[src/rtl/sata_ftx_pkg.sv]
package sata_ftx_pkg;

    localparam logic [31:0] PRIM_SYNC  = 32'hB5B5957C;
    localparam logic [31:0] PRIM_XRDY  = 32'h5757B57C;
    localparam logic [31:0] PRIM_RRDY  = 32'h4A4A957C;
    localparam logic [31:0] PRIM_SOF   = 32'h3737B57C;
    localparam logic [31:0] PRIM_EOF   = 32'hD5D5B57C;
    localparam logic [31:0] PRIM_HOLD  = 32'hD5D5AA7C;
    localparam logic [31:0] PRIM_WTRM  = 32'h5858B57C;
    localparam logic [31:0] PRIM_ROK   = 32'h3535B57C;
    localparam logic [31:0] PRIM_RERR  = 32'h5656B57C;

    localparam logic [31:0] CRC_POLY = 32'h04C11DB7;
    localparam logic [31:0] CRC_SEED = 32'h52325032;

    typedef enum logic [2:0] {
        ST_DOWN,
        ST_IDLE,
        ST_XRDY,
        ST_DATA,
        ST_CRC,
        ST_EOF,
        ST_WTRM
    } tx_state_e;

    typedef enum logic [1:0] {
        RX_OTHER,
        RX_RRDY,
        RX_ROK,
        RX_RERR
    } rx_kind_e;

    typedef struct packed {
        logic        is_prim;
        logic [31:0] dword;
    } link_word_t;

    function automatic link_word_t prim_word(input logic [31:0] code);
        link_word_t w;
        w.is_prim = 1'b1;
        w.dword   = code;
        return w;
    endfunction

    function automatic link_word_t data_word(input logic [31:0] value);
        link_word_t w;
        w.is_prim = 1'b0;
        w.dword   = value;
        return w;
    endfunction

    // One dword through the CRC, most significant bit first.
    function automatic logic [31:0] crc32_dword(input logic [31:0] crc_in,
                                                input logic [31:0] data);
        logic [31:0] c;
        c = crc_in;
        for (int i = 31; i >= 0; i--) begin
            if (c[31] ^ data[i]) c = (c << 1) ^ CRC_POLY;
            else                 c = c << 1;
        end
        return c;
    endfunction

endpackage

[src/rtl/sata_ftx_rxdec.sv]
module sata_ftx_rxdec
    import sata_ftx_pkg::*;
(
    input  logic [31:0] rx_dword,
    input  logic        rx_is_prim,
    output rx_kind_e    rx_kind
);

    always_comb begin
        rx_kind = RX_OTHER;
        if (rx_is_prim) begin
            unique case (rx_dword)
                PRIM_RRDY: rx_kind = RX_RRDY;
                PRIM_ROK:  rx_kind = RX_ROK;
                PRIM_RERR: rx_kind = RX_RERR;
                default:   rx_kind = RX_OTHER;
            endcase
        end
    end

endmodule

[src/rtl/sata_ftx_crc.sv]
module sata_ftx_crc
    import sata_ftx_pkg::*;
(
    input  logic        clk,
    input  logic        rst,
    input  logic        init,
    input  logic        en,
    input  logic [31:0] din,
    output logic [31:0] crc
);

    always_ff @(posedge clk) begin
        if (rst || init) crc <= CRC_SEED;
        else if (en)     crc <= crc32_dword(crc, din);
    end

endmodule

[src/rtl/sata_ftx_flow.sv]
module sata_ftx_flow #(
    parameter int LVL_W      = 5,
    parameter int RESUME_LVL = 4
) (
    input  logic             clk,
    input  logic             rst,
    input  logic             in_data,
    input  logic             fifo_empty,
    input  logic [LVL_W-1:0] fifo_level,
    output logic             can_send
);

    localparam logic [LVL_W-1:0] RESUME_AT = LVL_W'(RESUME_LVL);

    logic holding;
    logic enough;

    assign enough   = (fifo_level >= RESUME_AT);
    assign can_send = !fifo_empty && (!holding || enough);

    // Set on an underrun inside the payload, cleared once the FIFO has refilled.
    always_ff @(posedge clk) begin
        if (rst || !in_data) holding <= 1'b0;
        else                 holding <= !can_send;
    end

endmodule

[src/rtl/sata_ftx_fsm.sv]
module sata_ftx_fsm
    import sata_ftx_pkg::*;
(
    input  logic        clk,
    input  logic        rst,
    input  logic        link_up,
    input  logic        send_req,
    input  rx_kind_e    rx_kind,
    input  logic        can_send,
    input  logic        fifo_last,
    input  logic [31:0] fifo_data,
    input  logic [31:0] crc_val,
    output link_word_t  tx_word,
    output logic        fifo_rd,
    output logic        crc_init,
    output logic        in_data,
    output logic        done,
    output logic        err
);

    tx_state_e state;
    logic      in_frame;

    assign in_data  = (state == ST_DATA);
    assign in_frame = (state != ST_DOWN) && (state != ST_IDLE);
    assign fifo_rd  = link_up && in_data && can_send;
    assign crc_init = link_up && (state == ST_XRDY) && (rx_kind == RX_RRDY);

    always_ff @(posedge clk) begin
        if (rst) begin
            state   <= ST_DOWN;
            tx_word <= prim_word(PRIM_SYNC);
            done    <= 1'b0;
            err     <= 1'b0;
        end else begin
            done <= 1'b0;
            err  <= 1'b0;
            if (!link_up) begin
                state   <= ST_DOWN;
                tx_word <= prim_word(PRIM_SYNC);
                err     <= in_frame;
            end else begin
                unique case (state)
                    ST_DOWN: begin
                        tx_word <= prim_word(PRIM_SYNC);
                        state   <= ST_IDLE;
                    end
                    ST_IDLE: begin
                        if (send_req) begin
                            tx_word <= prim_word(PRIM_XRDY);
                            state   <= ST_XRDY;
                        end else begin
                            tx_word <= prim_word(PRIM_SYNC);
                        end
                    end
                    ST_XRDY: begin
                        if (rx_kind == RX_RRDY) begin
                            tx_word <= prim_word(PRIM_SOF);
                            state   <= ST_DATA;
                        end else begin
                            tx_word <= prim_word(PRIM_XRDY);
                        end
                    end
                    ST_DATA: begin
                        if (can_send) begin
                            tx_word <= data_word(fifo_data);
                            if (fifo_last) state <= ST_CRC;
                        end else begin
                            tx_word <= prim_word(PRIM_HOLD);
                        end
                    end
                    ST_CRC: begin
                        tx_word <= data_word(crc_val);
                        state   <= ST_EOF;
                    end
                    ST_EOF: begin
                        tx_word <= prim_word(PRIM_EOF);
                        state   <= ST_WTRM;
                    end
                    ST_WTRM: begin
                        if (rx_kind == RX_ROK) begin
                            tx_word <= prim_word(PRIM_SYNC);
                            done    <= 1'b1;
                            state   <= ST_IDLE;
                        end else if (rx_kind == RX_RERR) begin
                            tx_word <= prim_word(PRIM_SYNC);
                            err     <= 1'b1;
                            state   <= ST_IDLE;
                        end else begin
                            tx_word <= prim_word(PRIM_WTRM);
                        end
                    end
                    default: begin
                        tx_word <= prim_word(PRIM_SYNC);
                        state   <= ST_DOWN;
                    end
                endcase
            end
        end
    end

endmodule

[src/rtl/sata_frame_tx.sv]
module sata_frame_tx
    import sata_ftx_pkg::*;
#(
    parameter int LVL_W      = 5,
    parameter int RESUME_LVL = 4
) (
    input  logic             clk,
    input  logic             rst,
    input  logic             link_up,
    input  logic             send_req,
    input  logic [31:0]      fifo_data,
    input  logic             fifo_empty,
    input  logic [LVL_W-1:0] fifo_level,
    input  logic             fifo_last,
    input  logic [31:0]      rx_dword,
    input  logic             rx_is_prim,
    output logic [31:0]      tx_dword,
    output logic             tx_is_prim,
    output logic             fifo_rd,
    output logic             done,
    output logic             err
);

    rx_kind_e   rx_kind;
    logic       can_send;
    logic       in_data;
    logic       crc_init;
    logic [31:0] crc_val;
    link_word_t tx_word;

    sata_ftx_rxdec u_rxdec (
        .rx_dword   (rx_dword),
        .rx_is_prim (rx_is_prim),
        .rx_kind    (rx_kind)
    );

    sata_ftx_flow #(
        .LVL_W      (LVL_W),
        .RESUME_LVL (RESUME_LVL)
    ) u_flow (
        .clk        (clk),
        .rst        (rst),
        .in_data    (in_data),
        .fifo_empty (fifo_empty),
        .fifo_level (fifo_level),
        .can_send   (can_send)
    );

    sata_ftx_crc u_crc (
        .clk  (clk),
        .rst  (rst),
        .init (crc_init),
        .en   (fifo_rd),
        .din  (fifo_data),
        .crc  (crc_val)
    );

    sata_ftx_fsm u_fsm (
        .clk       (clk),
        .rst       (rst),
        .link_up   (link_up),
        .send_req  (send_req),
        .rx_kind   (rx_kind),
        .can_send  (can_send),
        .fifo_last (fifo_last),
        .fifo_data (fifo_data),
        .crc_val   (crc_val),
        .tx_word   (tx_word),
        .fifo_rd   (fifo_rd),
        .crc_init  (crc_init),
        .in_data   (in_data),
        .done      (done),
        .err       (err)
    );

    assign tx_dword   = tx_word.dword;
    assign tx_is_prim = tx_word.is_prim;

endmodule

[config.mk]
export PLATFORM = sky130hd
export DESIGN_NAME = sata_frame_tx
export DESIGN_NICKNAME = d
export VERILOG_FILES = /design/src/rtl/sata_ftx_pkg.sv /design/src/rtl/sata_ftx_rxdec.sv /design/src/rtl/sata_ftx_crc.sv /design/src/rtl/sata_ftx_flow.sv /design/src/rtl/sata_ftx_fsm.sv /design/src/rtl/sata_frame_tx.sv
export SDC_FILE = /design/constraint.sdc
export NUM_CORES = 1
export LEC_CHECK = 0
export BUFFER_PORTS_ARGS = -buffer_cell sky130_fd_sc_hd__buf_4
export CORE_AREA = 2 2 127 98
export CTS_BUF_LIST = sky130_fd_sc_hd__clkbuf_2 sky130_fd_sc_hd__clkbuf_4 sky130_fd_sc_hd__clkbuf_8
export DETAILED_ROUTE_END_ITERATION = 8
export DIE_AREA = 0 0 129 100
export PLACE_DENSITY = 0.9
export SKIP_CTS_REPAIR_TIMING = 1
export SLEW_MARGIN = 20
export SYNTH_ARGS = -nofsm -noshare
export SYNTH_HDL_FRONTEND = slang
export SYNTH_SLANG_ARGS = --single-unit
[constraint.sdc]
create_clock -name clk -period 4.5 [get_ports clk]
set_input_delay 1.35 -clock clk [delete_from_list [all_inputs] [get_ports clk]]
set_output_delay 1.35 -clock clk [all_outputs]
set_load 0.01 [all_outputs]
# Word level (Yosys, flattened, before mapping)
# Index checks and enable logic that the tools add are counted.
# word_totals
regBits	71
in_bits	76
out_inout_bits	36
wordCells	224
# op_classes
magnitude_cmp	1
eq_ne	18
mux	114
n_bitwise	66
n_reduce_logical	18
# op_table
operator	count
$mux 32	64
$mux 27	32
$not 14->14	32
$pmux 33 s6	1
$mux 33	2
$eq 32x31->1 const B	2
$eq 32x30->1 const B	1
$xor 1x1->1	32
$mux 31	1
$pmux 3 s7	1
$mux 3	6
$eq 3x3->1 const B	3
$ne 2x2->1 const B	4
$eq 3x2->1 const B	2
$logic_and 1x1->1	6
$ne 3x1->1 const B	2
$pmux 2 s3	1
$ge 5x3->1 const B	1
$mux 1	5
$reduce_and 5->1	1
$eq 2x2->1 const B	2
$logic_not 1->1	4
$eq 3x1->1 const B	1
$logic_not 3->1	1
7 further kinds	10

# Depth between registers and ports, before layout
# Gate-level depths: netlist (run 1).
# depth
depth_word	129
ltp_mapped	11
mapped_depth_nobuf	9

# Modules after synthesis
# Synthesis (run 1) repeated with hierarchy kept, for this count alone.
# hier_totals
cells_unflattened	595
area_unflattened_um2	6233.5
# modules_own_cells
module	n_inst	cells_per_inst	area_per_inst_um2	seq_area_each_um2
sata_ftx_crc	1	382	4315.4	640.6
sata_ftx_fsm	1	189	1659.1	760.7
sata_ftx_rxdec	1	19	197.7	0.0
sata_ftx_flow	1	5	61.3	20.0

# Worst setup path after synthesis (run 1)
# No wires, ideal clock.
# synth_path
path_type	input -> register
from	input fifo_data[28]
to	register u_crc.crc[10]
setup_ns	0.137
arrival_ns	4.632
t_required_ns	4.363
slack_ns	-0.269
stages	9
path_buffers	0
cell_sequence	xnor2_2 xnor3_1 xnor3_2 xnor2_1 xnor3_1 xor2_2 xnor3_1 xnor2_1 a21oi_1
# synth_between
elab_chain_cells	92
elab_cells_between_ends	124
classes_between	mux: 85; bitwise: 39
# synth_rtl
item	line_no	rtl
start: declaration	sata_frame_tx.sv:11	input logic [31:0] fifo_data,
$xor 1x1->1 (*)	sata_ftx_pkg.sv:58	if (c[31] ^ data[i]) c = (c << 1) ^ CRC_POLY;
$mux 27 (*)	sata_ftx_pkg.sv:58	
$mux 32 (*)	sata_ftx_crc.sv:14	else if (en) crc <= crc32_dword(crc, din);
$mux 32 (*)	sata_ftx_crc.sv:13	if (rst || init) crc <= CRC_SEED;
$not 14->14 (no line)	n/a	
$mux 27	sata_ftx_pkg.sv:58	
$mux 32 (*)	sata_ftx_crc.sv:14	
$mux 32 (*)	sata_ftx_crc.sv:13	
(+76 left out)	n/a	
$mux 27 / $mux 32 (equally long branches)	sata_ftx_pkg.sv:58, sata_ftx_crc.sv:14	
$mux 32 (*)	sata_ftx_crc.sv:14	
$mux 32 (*)	sata_ftx_crc.sv:13	
$mux 27 / $mux 32 (equally long branches)	sata_ftx_pkg.sv:58, sata_ftx_crc.sv:13	
$mux 32 (*)	sata_ftx_crc.sv:14	
$mux 32 (*)	sata_ftx_crc.sv:13	
$not 14->14 (no line) / $xor 1x1->1 (equally long branches)	n/a	
$mux 27 (*)	sata_ftx_pkg.sv:58	
end signal: assignment	sata_ftx_crc.sv:14	
end: declaration	sata_ftx_crc.sv:9	output logic [31:0] crc
# Every way passes the cells marked *; elsewhere a longest branch is shown, timed or not. The select of a mux whose other input is x is not followed.
# A chain may end at the register's enable or synchronous reset.

# Worst setup path in the final report (run 1)
# layout_path
from	input fifo_data[18]
to	register u_crc.crc[26]
# layout_between
elab_chain_cells	63
elab_cells_between_ends	70
classes_between	mux: 55; bitwise: 15
# layout_rtl
item	line_no
$xor 1x1->1 (*)	sata_ftx_pkg.sv:58
$mux 27 (*)	sata_ftx_pkg.sv:58
$mux 32 (*)	sata_ftx_crc.sv:14
$mux 32 (*)	sata_ftx_crc.sv:13
$mux 27	sata_ftx_pkg.sv:58
$mux 32 (*)	sata_ftx_crc.sv:14
$mux 32 (*)	sata_ftx_crc.sv:13
$not 14->14 (no line)	n/a
(+47 left out)	n/a
$mux 27	sata_ftx_pkg.sv:58
$mux 32 (*)	sata_ftx_crc.sv:14
$mux 32 (*)	sata_ftx_crc.sv:13
$mux 27	sata_ftx_pkg.sv:58
$mux 32 (*)	sata_ftx_crc.sv:14
$mux 32 (*)	sata_ftx_crc.sv:13
$not 14->14 (no line)	n/a
$mux 27 (*)	sata_ftx_pkg.sv:58
# Marked as above.

==> impl_results.md, run 1 <==
* Post-layout net count at 851
* Worst-case register-to-register setup slack at approximately 0.82 ns
* TritonCTS buffer count at 9
* Prevailing post-synth register cell: dfxtp_1
* Post-Route WL at ~19 mm
* Post-Synthesis Mean Instance Area at ~11 µm²
* Footprint of the multi-input gates at 4603 µm²
* Largest delay share family, worst path: XOR/XNOR gates
* Largest net degree at the start of global routing at 47
* Half-perimeter wire length of the detailed placement result at roughly 16 mm
* Count of TritonRoute iterations in the first routing pass at 6
* CTS tree: done
* FF+latch count, synth at 71
* Root Driver: clkbuf_8
* Post-DP Area at 7913 µm²
* Number of violations of the max-capacitance limit at 0
* R2r startpoint: u_crc.crc[27]$_SDFFE_PP0P_
* Share of flip-flops with an asynchronous set or reset at 0%
* End of the worst register-to-register path: u_crc.crc[26]$_SDFFE_PP0P_
* Worst min-delay path endpoint: u_fsm.tx_word[9]$_SDFF_PP0_
* All-Layer GR Usage at 30.05%
* Maximum buffer depth of the clock tree at 2
* Gate count of the mapped netlist at between 500 and 600
* Buffers added on ports at approximately 110
* Max Clock Freq at around 230 MHz
* Fin worst setup slack at 0.1607 ns
* Headroom to the max-slew limit at 48.25%
* Fill cell total of the finished layout at roughly 800
* H-Tree Depth at 3
* Wire length per cell at between 20 and 25 µm
* Slew at the pin closest to its max-slew limit at ~0.78 ns
* Type of element launching the critical path: input port
* Vias after detailed routing at roughly 5.2k
* Die footprint at approximately 13000 µm²
* Initial cell density of the core at between 50% and 60%
* Final period demand of the worst path at 4.339 ns
* # setup viols final at 0
* Number of hold violations in the final report at 0
* First DRT Iteration DRCs at between 500 and 600
* Ant. Diodes at 0
* Overflow after GRT at 0
* Net count of the mapped netlist at 639
* Number of antenna violations at the first check in global routing at 0
* Classification of the worst-slack hold path: flop to flop
* Chip height at roughly 100 µm
* Cell area after synthesis at a little over 6000 µm²
* Final Max Tran Viols at 0
* # rows at 35
* Register clock-pin slew on the reported worst setup and hold paths at 0.07 ns
* R2R depth at 10
* Area Growth Syn to Fin at 35.13%
* Launch instance of the worst min-delay path: u_crc.crc[9]$_SDFFE_PP0P_
* Max Fanout on Critical Path at 4
* Seq. cell area at 1421 µm²
* Hold Slack at 0.4954 ns
* Share of the clock period used by the worst path after layout at 96.43%
* Number of synthesized flops with an enable pin at 0
* Routability congestion estimate from global placement at around 1.0
* First-pass GRT wire length at roughly 29 mm
* Data arrival time of the critical path at between 4 and 5 ns
* CP max stage delay at approximately 0.56 ns
* Post-DRT Antenna Nets at 0
* Cell at the slowest stage of the critical path: xnor3_2
* Combined buffer and inverter count along the critical path at 2
* Yosys cell types at roughly 50
* Layout cells sized above 1 at a little over a third
* Kind of capture point of the worst setup path: flop
* Worst hold stages at 2
* Die span in x at roughly 130 µm
* Boundary pin count at roughly 110
* Worst setup timing slack at the placement stage at -0.3677 ns
* Register area share after synthesis at between 20% and 30%
* Critical path type: input port to flop
* Area of all placed cells without fillers at ~8200 µm²
* Via density per instance at between 5 and 6
* Clk Latency, worst-skew pair at ~0.34 ns
* RSZ-0062 raised after global routing: no
* Via count of the first global-routing pass at ~5.2k
* Post-route DRC violation count at 0
* Crit-path most repeated cell: xnor2_1
* Final total negative setup slack at 0 ns
* Placeable core area at 11870 µm²
* YS warnings at 0
* Chain of cells forming the critical path: buf_4 -> xnor2_1 -> xnor3_2 -> xnor3_2 -> xor3_1 -> buf_4 -> xnor2_1 -> xor2_1 -> xnor2_1 -> xor2_1 -> a211oi_1
* Post-route clock skew at between 0.01 and 0.015 ns
* Result of the run: completed
* Number of sinks handled by clock tree synthesis at 71
* Required time reported for the critical path endpoint at around 4.7 ns
[cells in the mapped netlist, types with 3 or more instances]
cell / number / area [µm²]
a211oi_1: 12 / 90.09
a21oi_1: 17 / 85.08
a221o_1: 19 / 190.2
a221oi_1: 7 / 61.31
a22oi_1: 5 / 37.54
and2_1: 4 / 25.02
and3_1: 3 / 18.77
clkbuf_1: 20 / 75.07
dfxtp_1: 71 / 1421
inv_1: 3 / 11.26
nand2_1: 19 / 71.32
nand2b_1: 3 / 18.77
nand3_1: 3 / 15.01
nand4_1: 3 / 18.77
nor2_1: 39 / 146.4
nor2b_1: 5 / 31.28
nor3_1: 10 / 50.05
nor4b_1: 3 / 26.28
nor4bb_1: 3 / 30.03
o211ai_1: 8 / 60.06
o21ai_0: 14 / 70.07
or2_2: 3 / 18.77
xnor2_1: 144 / 1261
xnor2_2: 8 / 130.1
xnor2_4: 3 / 82.58
xnor3_1: 39 / 878.3
xnor3_2: 5 / 118.9
xor2_1: 50 / 437.9
xor2_2: 6 / 97.59
xor2_4: 4 / 110.1
xor3_1: 8 / 190.2
[kinds of logic after synthesis]
kind of cell           synth area share [%]
XOR/XNOR                              54.65
AO/OA/AOI/OAI                         10.55
AND/OR/NAND/NOR                       9.264
multiplexers                         0.3515
flip-flops                            23.49
buffers and inverters                 1.695
[stage by stage]
step / util, % / cells
2_1_floorplan: - / 563
6_report: 68.90 / 946
4_1_cts: 68.58 / 946
5_1_grt: 68.90 / 946
3_3_place_gp: 66.67 / 930
3_5_place_dp: 66.67 / 930
[worst reg2reg max path, delay by kind of cell, from the launching register on]
family | cells | cell delay, ns
DFF | 1 | 0.55
buffers and inverters | 1 | 0.15
xor gates and xnor gates | 8 | 2.69
AOI/OAI and AO/OA | 1 | 0.14
[cell type report]
class	instances	area share, %
sequential	71	17.38
inverter	3	0.1377
timing repair buffer	224	20.87
clock buffer	11	1.775
clock inverter	5	0.9946
multi-input combinational	466	56.30
tap	166	2.540
[placed cells by master (no fill, tap or decap), types with 3 or more instances in the layout]
cell type / n
xor2_2: 7
xor3_1: 8
xor2_4: 5
xnor3_2: 7
nand2b_1: 3
o21ai_0: 14
o211ai_1: 8
and2_1: 4
xnor3_1: 37
a22oi_1: 5
xnor2_1: 140
clkbuf_8: 10
nor2b_1: 4
a21oi_1: 16
a211oi_1: 12
nor2_1: 39
dfxtp_1: 71
xnor2_4: 4
nor4bb_1: 3
xor2_1: 48
nand3_1: 3
buf_4: 222
xnor2_2: 11
inv_1: 3
and3_1: 3
a221oi_1: 7
a221o_1: 19
nor4b_1: 3
nor3_1: 10
nand2_1: 19
nand4_1: 3
or2_2: 3
[per-layer routing]
layer / wire (µm) / up-vias / part of all wire (%) / track usage (%)
met1: 8124 / 2531 / 43 / 40.46
met5: 0 / - / 0 / 0
met2: 8822 / 264 / 46 / 48.43
li1: - / 2367 / - / -
met4: 275 / 0 / 1.4 / 5.686
met3: 1820 / 27 / 9.6 / 9.275
[registers in the layout, summed over array words and instances (netlist names)]
register and cells:
u_flow.holding 1, u_fsm.done 1, u_fsm.err 1, u_fsm.tx_word 33, u_fsm.state 3, u_crc.crc 32
[how the worst max path moves through the flow]
| stage | slack (ns) | from | depth (start not counted) | endpoint |
|---|---|---|---|---|
| final | 0.16 | fifo_data[18] | 11 | u_crc.crc[26]$_SDFFE_PP0P_ |
| after global routing | 0.02 | fifo_data[27] | 10 | u_crc.crc[10]$_SDFFE_PP0P_ |
| after CTS | -0.01 | fifo_data[27] | 11 | u_crc.crc[26]$_SDFFE_PP0P_ |
| after detailed placement | -0.37 | fifo_data[27] | 11 | u_crc.crc[26]$_SDFFE_PP0P_ |
| after global placement | -0.11 | fifo_data[27] | 11 | u_crc.crc[18]$_SDFFE_PP0P_ |
| after floorplan | 0.02 | fifo_data[29] | 9 | u_crc.crc[10]$_SDFFE_PP0P_ |
Power of run 1 is not shown: default switching activity piles up to over one toggle a cycle in this logic, so the estimate is an artifact.
==> inputs of run 2 (changes only) <==
- CORE_AREA: 2 2 127 98 -> 2 2 128 99
- DIE_AREA: 0 0 129 100 -> 0 0 130 101
- PLACE_DENSITY: 0.9 -> 0.89
==> impl_results.md, run 2 (synthesized netlist as in run 1, its figures left out) <==
* Worst min-delay path endpoint: u_fsm.tx_word[9]$_SDFF_PP0_
* Layout cells sized above 1 at between 30% and 40%
* Post-route clock skew at approximately 0.011 ns
* Post-Route WL at approximately 19 mm
* First-pass GRT wire length at roughly 29 mm
* Half-perimeter wire length of the detailed placement result at approximately 16 mm
* Routability congestion estimate from global placement at about 1.1
* Die footprint at around 13000 µm²
* DP Cell Count at 924
* # rows at 35
* Classification of the worst-slack hold path: flop to flop
* Fin worst setup slack at ~0.16 ns
* First DRT Iteration DRCs at roughly 500
* CTS tree: done
* Vias after detailed routing at between 5k and 6k
* Chip height at approximately 100 µm
* Register ranked first by flip-flop count: u_fsm.tx_word
* Clk Latency, worst-skew pair at roughly 0.36 ns
* Largest registers ranked by flip-flop count: u_fsm.tx_word: 33 flops, u_crc.crc: 32 flops, u_fsm.state: 3 flops
* Data arrival time of the critical path at ~4.6 ns
* Worst setup timing slack at the placement stage at -0.2241 ns
* All-Layer GR Usage at 29.63%
* Kind of capture point of the worst setup path: flop
* Via count of the first global-routing pass at slightly above 5k
* Area Growth Syn to Fin at 33.44%
* Share of the clock period used by the worst path after layout at a little over nine tenths
* Critical path type: input port to flop
* Post-layout net count at roughly 850
* Number of hold violations in the final report at 0
* R2R depth at 10
* Worst hold stages at 2
* Wire length per cell at between 20 and 25 µm
* Root Driver: clkbuf_8
* Slew at the pin closest to its max-slew limit at 0.9739 ns
* Boundary pin count at 112
* Number of sinks handled by clock tree synthesis at 71
* Overflow after GRT at 0
* R2r startpoint: u_crc.crc[27]$_SDFFE_PP0P_
* Headroom to the max-slew limit at 34.64%
* Largest net degree at the start of global routing at between 40 and 50
* Worst-case register-to-register setup slack at between 0.8 and 0.9 ns
* Flip-flop count of the largest register after layout at 33
* # setup viols final at 0
* Final Max Tran Viols at 0
* Post-route DRC violation count at 0
* Ant. Diodes at 0
* Buffers added on ports at ~110
* TritonCTS buffer count at 9
* Number of violations of the max-capacitance limit at 0
* Number of antenna violations at the first check in global routing at 0
* Commonest non-fill, non-tap cell in the layout: buf_4
* RSZ-0062 raised after global routing: no
* Register clock-pin slew on the reported worst setup and hold paths at around 0.070 ns
* Max Fanout on Critical Path at 5
* Hold Slack at ~0.52 ns
* Maximum buffer depth of the clock tree at 2
* Placeable core area at about 12000 µm²
* Max Clock Freq at 230.2 MHz
* End of the worst register-to-register path: u_crc.crc[6]$_SDFFE_PP0P_
* Via density per instance at approximately 5.6
* Result of the run: completed
* Count of TritonRoute iterations in the first routing pass at 5
* H-Tree Depth at 3
* Post-DRT Antenna Nets at 0
* Launch instance of the worst min-delay path: u_crc.crc[9]$_SDFFE_PP0P_
* Required time reported for the critical path endpoint at 4.72 ns
* Initial cell density of the core at roughly 51%
* Final period demand of the worst path at approximately 4.3 ns
* Die span in x at 130 µm
* Non-filler instance count after layout at between 900 and 1k
* Commonest cells after routing, fill and taps aside: 218 x buf_4, 141 x xnor2_1, 71 x dfxtp_1
* Type of element launching the critical path: input port
==> run 2: cell types whose count changed in the layout (fill, tap and decap cells not counted) <==
cell	change
inv_6	+1
clkinv_4	-1
xnor2_4	+1
bufinv_16	-1
clkbuf_4	-1
buf_4	-4
xnor2_1	+1
xnor2_2	-2
clkbuf_8	+2
xor2_2	-1
xor2_1	+2
buf_12	-2
xor2_4	-1
==> run 2: layout make-up <==
| cell class | instances | area, µm² |
|---|---|---|
| multi-input cells | 466 | 4581 |
| fillers | 845 | 3881 |
| repair buffers | 218 | 1637 |
| flip-flops and latches | 71 | 1421 |
| well taps | 166 | 207.7 |
| clock buffers | 12 | 165.2 |
| clock inverters | 4 | 51.30 |
| inverters | 3 | 11.26 |
==> run 2: critical path: stages <==
cell and delay (ns):
buf_4 0.14, xor2_1 0.20, xnor3_1 0.49, xnor3_1 0.46, xor2_2 0.30, xor2_1 0.26
xnor3_2 0.55, xor2_2 0.40, buf_4 0.20, xnor2_1 0.12, a21oi_1 0.09
==> run 2: through the flow <==
| stage | util [%] | area (µm²) | setup TNS (ns) |
|---|---|---|---|
| 6_report | 67.54 | 8074 | 0 |
| 5_1_grt | 67.54 | 8074 | 0 |
| 4_1_cts | 67.41 | 8059 | 0 |
| 3_5_place_dp | 65.60 | 7843 | -1.945 |
| 3_3_place_gp | 65.60 | 7843 | -0.7350 |
| 2_1_floorplan | - | 6087 | 0 |
==> run 2: worst max-delay path by stage <==
stage / from / depth (start not counted) / endpoint / slack, ns
2_1_floorplan: fifo_data[29] / 9 / u_crc.crc[10]$_SDFFE_PP0P_ / 0.02
3_3_place_gp: fifo_data[27] / 10 / u_crc.crc[10]$_SDFFE_PP0P_ / -0.12
3_5_place_dp: fifo_data[27] / 10 / u_crc.crc[10]$_SDFFE_PP0P_ / -0.22
4_1_cts: fifo_data[27] / 10 / u_crc.crc[10]$_SDFFE_PP0P_ / 0.13
5_1_grt: fifo_data[27] / 10 / u_crc.crc[24]$_SDFFE_PP0P_ / 0.009
6_report: fifo_data[27] / 11 / u_crc.crc[6]$_SDFFE_PP0P_ / 0.16
==> run 2: layer usage <==
metal | vias up | wire (µm) | global-route usage [%]
li1 | 2366 | - | -
met1 | 2512 | 8265 | 41.95
met2 | 303 | 8387 | 46.40
met3 | 55 | 1800 | 6.210
met4 | 0 | 505 | 7.444
met5 | - | 0 | 0
Power of run 2 is left out for the same reason.
